File: config.mk
export PLATFORM = sky130hd
export DESIGN_NAME = mem_prio_sched
export DESIGN_NICKNAME = d
export VERILOG_FILES = /design/src/rtl/sched_pkg.sv /design/src/rtl/req_queue.sv /design/src/rtl/frfcfs_pick.sv /design/src/rtl/open_row_tbl.sv /design/src/rtl/mem_prio_sched.sv
export SDC_FILE = /design/constraint.sdc
export NUM_CORES = 2
export LEC_CHECK = 0
export CORE_UTILIZATION = 30
export CTS_BUF_LIST = sky130_fd_sc_hd__clkbuf_8
export DETAILED_ROUTE_END_ITERATION = 12
export PLACE_DENSITY = 0.51
export SLEW_MARGIN = 25
export SYNTH_ARGS = -nofsm -noshare
export SYNTH_HDL_FRONTEND = slang
export SYNTH_HIERARCHICAL = 1
export SYNTH_SLANG_ARGS = --single-unit
export TNS_END_PERCENT = 5
File: constraint.sdc
create_clock -name clk -period 30.5 [get_ports clk]
set_clock_uncertainty 0.15 [all_clocks]
set_input_delay 9.15 -clock clk [delete_from_list [all_inputs] [get_ports clk]]
set_output_delay 9.15 -clock clk [all_outputs]
set_load 0.1 [all_outputs]
File: src/rtl/sched_pkg.sv
package sched_pkg;
  parameter int BANK_W = 2;
  parameter int ROW_W  = 8;
  parameter int AGE_W  = 16;
  localparam int NUM_BANKS = 1 << BANK_W;

  typedef struct packed {
    logic              prio;
    logic [BANK_W-1:0] bank;
    logic [ROW_W-1:0]  row;
    logic [AGE_W-1:0]  age;
  } req_t;
endpackage

File: src/rtl/req_queue.sv
module req_queue
  import sched_pkg::*;
#(
  parameter int DEPTH = 8
) (
  input  logic                         clk,
  input  logic                         rst_n,
  input  logic                         wr_en,
  input  req_t                         wr_req,
  input  logic                         pop_en,
  input  logic [$clog2(DEPTH)-1:0]     pop_idx,
  output logic [DEPTH-1:0]             vld,
  output req_t [DEPTH-1:0]             ent,
  output logic                         full,
  output logic [$clog2(DEPTH+1)-1:0]   cnt
);
  localparam int IDX_W = $clog2(DEPTH);
  localparam int CNT_W = $clog2(DEPTH+1);

  logic [DEPTH-1:0] vld_nxt;
  req_t [DEPTH-1:0] ent_nxt;
  logic [IDX_W-1:0] free_idx;
  logic             free_any;

  // lowest free slot
  always_comb begin
    free_idx = '0;
    free_any = 1'b0;
    for (int i = DEPTH-1; i >= 0; i--) begin
      if (!vld[i]) begin
        free_idx = IDX_W'(i);
        free_any = 1'b1;
      end
    end
  end

  always_comb begin
    cnt = '0;
    for (int i = 0; i < DEPTH; i++) cnt = cnt + CNT_W'(vld[i]);
  end

  assign full = ~free_any;

  always_comb begin
    vld_nxt = vld;
    ent_nxt = ent;
    if (pop_en) vld_nxt[pop_idx] = 1'b0;
    if (wr_en && free_any) begin
      vld_nxt[free_idx] = 1'b1;
      ent_nxt[free_idx] = wr_req;
    end
  end

  always_ff @(posedge clk or negedge rst_n) begin
    if (!rst_n) vld <= '0;
    else        vld <= vld_nxt;
  end

  // payload storage needs no reset; guarded by vld
  always_ff @(posedge clk) begin
    if (wr_en && free_any) ent[free_idx] <= ent_nxt[free_idx];
  end

  // occupancy moves by exactly the accepted writes and pops
  assert_occupancy_R6: assert property (@(posedge clk) disable iff (!rst_n)
    1'b1 |=> ($countones(vld) ==
              $countones($past(vld)) + int'($past(wr_en)) - int'($past(pop_en))));

  // never more than DEPTH entries, a full queue refuses writes
  assert_no_overflow_R6: assert property (@(posedge clk) disable iff (!rst_n)
    (full && !pop_en) |=> (vld == $past(vld)));
endmodule

File: src/rtl/frfcfs_pick.sv
module frfcfs_pick
  import sched_pkg::*;
#(
  parameter int DEPTH = 8
) (
  input  logic [DEPTH-1:0]                    vld,
  input  req_t [DEPTH-1:0]                    ent,
  input  logic [NUM_BANKS-1:0]                open_vld,
  input  logic [NUM_BANKS-1:0][ROW_W-1:0]     open_row,
  output logic                                sel_vld,
  output logic [$clog2(DEPTH)-1:0]            sel_idx
);
  localparam int IDX_W = $clog2(DEPTH);

  logic [DEPTH-1:0] hit;
  logic             hit_any;
  logic [IDX_W-1:0] hit_idx, old_idx;
  logic             hit_fnd, old_fnd;
  logic [AGE_W-1:0] hit_age, old_age;

  generate
    for (genvar g = 0; g < DEPTH; g++) begin : g_hit
      assign hit[g] = vld[g] && open_vld[ent[g].bank] &&
                      (open_row[ent[g].bank] == ent[g].row);
    end
  endgenerate

  assign hit_any = |hit;

  // oldest row hit; a strictly lower stamp replaces, so lower slot keeps ties
  always_comb begin
    hit_idx = '0;
    hit_fnd = 1'b0;
    hit_age = '0;
    for (int i = 0; i < DEPTH; i++) begin
      if (hit[i] && (!hit_fnd || ent[i].age < hit_age)) begin
        hit_idx = IDX_W'(i);
        hit_age = ent[i].age;
        hit_fnd = 1'b1;
      end
    end
  end

  // oldest overall
  always_comb begin
    old_idx = '0;
    old_fnd = 1'b0;
    old_age = '0;
    for (int i = 0; i < DEPTH; i++) begin
      if (vld[i] && (!old_fnd || ent[i].age < old_age)) begin
        old_idx = IDX_W'(i);
        old_age = ent[i].age;
        old_fnd = 1'b1;
      end
    end
  end

  assign sel_vld = |vld;
  assign sel_idx = hit_any ? hit_idx : old_idx;

  // any row hit present means the chosen entry is a hit
  always_comb begin
    if (sel_vld && hit_any)
      assert_hit_first_R3: assert (hit[sel_idx]);
  end

  // without hits no pending entry is older than the chosen one
  always_comb begin
    if (sel_vld && !hit_any) begin
      for (int i = 0; i < DEPTH; i++) begin
        if (vld[i]) assert_oldest_R4: assert (!(ent[i].age < ent[sel_idx].age));
      end
    end
  end
endmodule

File: src/rtl/open_row_tbl.sv
module open_row_tbl
  import sched_pkg::*;
(
  input  logic                             clk,
  input  logic                             rst_n,
  input  logic                             upd_en,
  input  logic [BANK_W-1:0]                upd_bank,
  input  logic [ROW_W-1:0]                 upd_row,
  output logic [NUM_BANKS-1:0]             open_vld,
  output logic [NUM_BANKS-1:0][ROW_W-1:0]  open_row
);
  logic [NUM_BANKS-1:0]            vld_nxt;
  logic [NUM_BANKS-1:0][ROW_W-1:0] row_nxt;

  always_comb begin
    vld_nxt = open_vld;
    row_nxt = open_row;
    if (upd_en) begin
      vld_nxt[upd_bank] = 1'b1;
      row_nxt[upd_bank] = upd_row;
    end
  end

  always_ff @(posedge clk or negedge rst_n) begin
    if (!rst_n) begin
      open_vld <= '0;
      open_row <= '0;
    end else if (upd_en) begin
      open_vld <= vld_nxt;
      open_row <= row_nxt;
    end
  end

  assert_row_update_R5: assert property (@(posedge clk) disable iff (!rst_n)
    upd_en |=> (open_vld[$past(upd_bank)] &&
                open_row[$past(upd_bank)] == $past(upd_row)));
endmodule

File: src/rtl/mem_prio_sched.sv
module mem_prio_sched
  import sched_pkg::*;
#(
  parameter int DEPTH = 8
) (
  input  logic              clk,
  input  logic              rst_n,
  input  logic              enq_valid,
  output logic              enq_ready,
  input  logic              enq_prio,
  input  logic [BANK_W-1:0] enq_bank,
  input  logic [ROW_W-1:0]  enq_row,
  input  logic [AGE_W-1:0]  enq_age,
  output logic              iss_valid,
  input  logic              iss_ready,
  output logic              iss_prio,
  output logic [BANK_W-1:0] iss_bank,
  output logic [ROW_W-1:0]  iss_row,
  output logic [AGE_W-1:0]  iss_age
);
  localparam int IDX_W = $clog2(DEPTH);
  localparam int CNT_W = $clog2(DEPTH+1);
  localparam int NQ    = 2;   // queue 1 = urgent, queue 0 = normal

  req_t                            enq_req;
  logic [NUM_BANKS-1:0]            open_vld;
  logic [NUM_BANKS-1:0][ROW_W-1:0] open_row;
  logic [NQ-1:0]                   q_full, q_wr, q_pop, q_sel_vld;
  logic [NQ-1:0][DEPTH-1:0]        q_vld;
  req_t [NQ-1:0][DEPTH-1:0]        q_ent;
  logic [NQ-1:0][IDX_W-1:0]        q_sel_idx;
  logic [NQ-1:0][CNT_W-1:0]        q_cnt;
  logic                            use_hi, iss_fire;
  req_t                            iss_req;

  assign enq_req.prio = enq_prio;
  assign enq_req.bank = enq_bank;
  assign enq_req.row  = enq_row;
  assign enq_req.age  = enq_age;

  assign enq_ready = ~q_full[enq_prio];

  generate
    for (genvar q = 0; q < NQ; q++) begin : g_q
      assign q_wr[q] = enq_valid && enq_ready && (enq_prio == q[0]);

      req_queue #(.DEPTH(DEPTH)) i_queue (
        .clk     (clk),
        .rst_n   (rst_n),
        .wr_en   (q_wr[q]),
        .wr_req  (enq_req),
        .pop_en  (q_pop[q]),
        .pop_idx (q_sel_idx[q]),
        .vld     (q_vld[q]),
        .ent     (q_ent[q]),
        .full    (q_full[q]),
        .cnt     (q_cnt[q])
      );

      frfcfs_pick #(.DEPTH(DEPTH)) i_pick (
        .vld      (q_vld[q]),
        .ent      (q_ent[q]),
        .open_vld (open_vld),
        .open_row (open_row),
        .sel_vld  (q_sel_vld[q]),
        .sel_idx  (q_sel_idx[q])
      );
    end
  endgenerate

  // strict class priority
  assign use_hi    = q_sel_vld[1];
  assign iss_valid = q_sel_vld[1] | q_sel_vld[0];
  assign iss_req   = use_hi ? q_ent[1][q_sel_idx[1]] : q_ent[0][q_sel_idx[0]];
  assign iss_fire  = iss_valid && iss_ready;
  assign q_pop[1]  = iss_fire && use_hi;
  assign q_pop[0]  = iss_fire && !use_hi;

  assign iss_prio = iss_req.prio;
  assign iss_bank = iss_req.bank;
  assign iss_row  = iss_req.row;
  assign iss_age  = iss_req.age;

  open_row_tbl i_rows (
    .clk      (clk),
    .rst_n    (rst_n),
    .upd_en   (iss_fire),
    .upd_bank (iss_req.bank),
    .upd_row  (iss_req.row),
    .open_vld (open_vld),
    .open_row (open_row)
  );

  assert_strict_prio_R2: assert property (@(posedge clk) disable iff (!rst_n)
    (iss_valid && !iss_prio) |-> (q_vld[1] == '0));

  assert_class_route_R1: assert property (@(posedge clk) disable iff (!rst_n)
    (enq_valid && enq_ready && enq_prio && !q_pop[1]) |=>
      (q_cnt[1] == $past(q_cnt[1]) + CNT_W'(1)));

  assert_valid_tracks_R8: assert property (@(posedge clk) disable iff (!rst_n)
    (q_cnt[0] != '0 || q_cnt[1] != '0) |-> iss_valid);
endmodule

==> summary.txt <==
Vias in the first global route: 39,190
Hold Path Class: reg -> reg
Later-pin clock latency in the skew report: 0.81 ns
HP Start: i_rows/open_row[6]
H-tree depth: 3
Startpoint types: register
Mean Syn Cell Area: 10.29 um2
Core ar.: 152,300 um2
Mapped Cells: 4,477
# rows: 143
RR Endpoint: i_rows/open_row[4]
DPL Wire Length: 153,900 um
CP Class: reg -> out
Maxcap violations: 0
FMAX: 0.03354 GHz
Worst hold slack: 0.5405 ns
Slowest library cell on the worst path: mux4_2
Final Max Tran Viols: 0
Max_slew headroom: 20.56%
Final GP Congestion: 0.9742
Worst r2r src: g_q[0].i_queue/ent[24]
Die X: 393.9 um
CTS root buf: clkbuf_8
Initial antenna violation count: 8
CP max stage delay: 0.60 ns
Yosys warnings: 6
Crit. End Element: primary output
Status: complete, no violations
Setup Viol. Count Final: 0
Initial Util: 30.26%
First-pass GRT wire length: 290,700 um
Net count, final: 5,167
Die area: 155,100 um2
Iter 0 DRT Violations: 5,318
Clk slew on worst S/H paths: 0.08 ns
CP Max Fanout: 31
Unrepaired setup endpoints after global routing: true
Fin crit period: 29.82 ns
Crit path DAT: 20.52 ns
Inserted Clock Buffers: 89
Final ANT Viol Nets: 0
Worst hold stages: 2
Cts hold-fix bufs: 0
Share of layout cells above drive strength 1: 22.36%
Area taken by multi-input logic gates: 30,070 um2
Register area: 14,280 um2
Largest net degree at the start of global routing: 91
Global router's overall resource usage: 25.60%
Cell Area, Synth: 46,070 um2
TritonRoute pass-1 iters: 6
Clock sinks: 484
Area growth from synthesis to layout: 15.65%
Max clock buf depth: 3
Via count: 41,650
CTS tree: yes
Die Y: 393.9 um
Worst EP required: 21.20 ns
Grt total ovfl: 0
R2R Setup Slk: 9.78 ns
Port Buffer Count: 59
Wirelength per Cell: 30.11 um
Period utilisation layout: 97.75%
DRT Wirelength: 205,300 um
# fillers: 15,360
Actual slew at the worst max-slew pin: 1.179 ns
# IOs: 60
Vias per inst: 6.107
Final hold viol count: 0
Syn_nets: 4,928
Worst reg2reg path depth: 95
DRC: 0
Hold Crit Endpoint: i_rows/open_row[6]
## flip-flops by register name (all words and copies together) (netlist names)
name and count:
g_q.i_queue/ent 432, g_q.i_queue/vld 16, i_rows/open_row 32, i_rows/open_vld 4
## metrics by stage
step	TNS (ns)	cells	util, %	cell area, um2	setup WS, ns
final	0	6819	34.99	53280	0.6849
after CTS	-0.04141	6801	34.71	52860	-0.04141
after detailed placement	0	6632	33.49	50990	0.01040
after floorplan	0	4477	-	46070	1.653
after global routing	-2.256	6817	34.99	53280	-0.1762
after global placement	0	6632	33.47	50960	0.08286
## worst max-delay path, delay by kind of cell (launching register included)
kind            cells  cell delay, ns
compound gates     40            7.55
flops               1            0.33
mux                 6            2.39
fa+ha+maj           7            1.89
simple gates       20            3.79
buf+inv            21            3.41
xor+xnor            1            0.21
## timing repair
action | in CTS | in global routing
pin swaps | 3 | 9
setup endpoints to repair | 27 | 27
cloned | 1 | 2
gates resized for setup | 14 | 58
setup buffers | 8 | 12
endpoints found under the hold margin | 0 | 0
## layer usage
layer / up-vias / share of wire, % / GRT usage (%)
met5: - / 0.012 / 0
met4: 4 / 5.0 / 11.41
met3: 448 / 11 / 6.457
met2: 2439 / 43 / 38.04
met1: 20840 / 41 / 34.87
li1: 17920 / - / -
## worst max path at each step
stage,endpoint,from,slack [ns]
6_report,iss_prio,g_q[0].i_queue/ent[24],0.68
5_1_grt,iss_prio,g_q[0].i_queue/ent[24],-0.18
4_1_cts,iss_prio,g_q[0].i_queue/ent[24],-0.04
3_5_place_dp,iss_prio,g_q[0].i_queue/ent[24],0.01
3_3_place_gp,iss_prio,g_q[0].i_queue/ent[24],0.08
2_1_floorplan,iss_bank[0],g_q[0].i_queue/vld[0],1.65
## placed cells by master (no fill, tap or decap), types with 23 or more instances in the layout
cell / instances
and3_1: 58
clkbuf_8: 92
o311a_1: 52
nor3_1: 65
nand3_1: 139
or4_1: 33
mux4_2: 227
nor4_1: 24
buf_4: 309
a21oi_1: 181
a21boi_0: 50
o21a_1: 44
nand4_1: 92
mux2_2: 177
o21ai_0: 296
inv_1: 302
nand2b_1: 70
mux2i_1: 182
a211oi_1: 32
nor2b_1: 26
xor2_1: 32
o22ai_1: 44
edfxtp_1: 432
a31oi_1: 57
or3_1: 26
nand2_1: 268
a21o_1: 128
clkinv_1: 23
buf_12: 45
clkdlybuf4s50_1: 31
dfrtp_1: 50
xnor2_1: 112
nor2_1: 191
ha_1: 420
## final cells by class
| cell class | count | area share (%) |
|---|---|---|
| Sequential cell | 484 | 26.80 |
| Timing Repair Buffer | 392 | 6.789 |
| Tap cell | 2030 | 4.767 |
| Inverter | 285 | 2.008 |
| Multi-Input combinational cell | 3464 | 56.43 |
| Antenna cell | 4 | 0.01879 |
| Clock buffer | 92 | 2.376 |
| Clock inverter | 68 | 0.8148 |
Power is not shown: default switching activity piles up to over one toggle a cycle in this logic, so the estimate is an artifact.
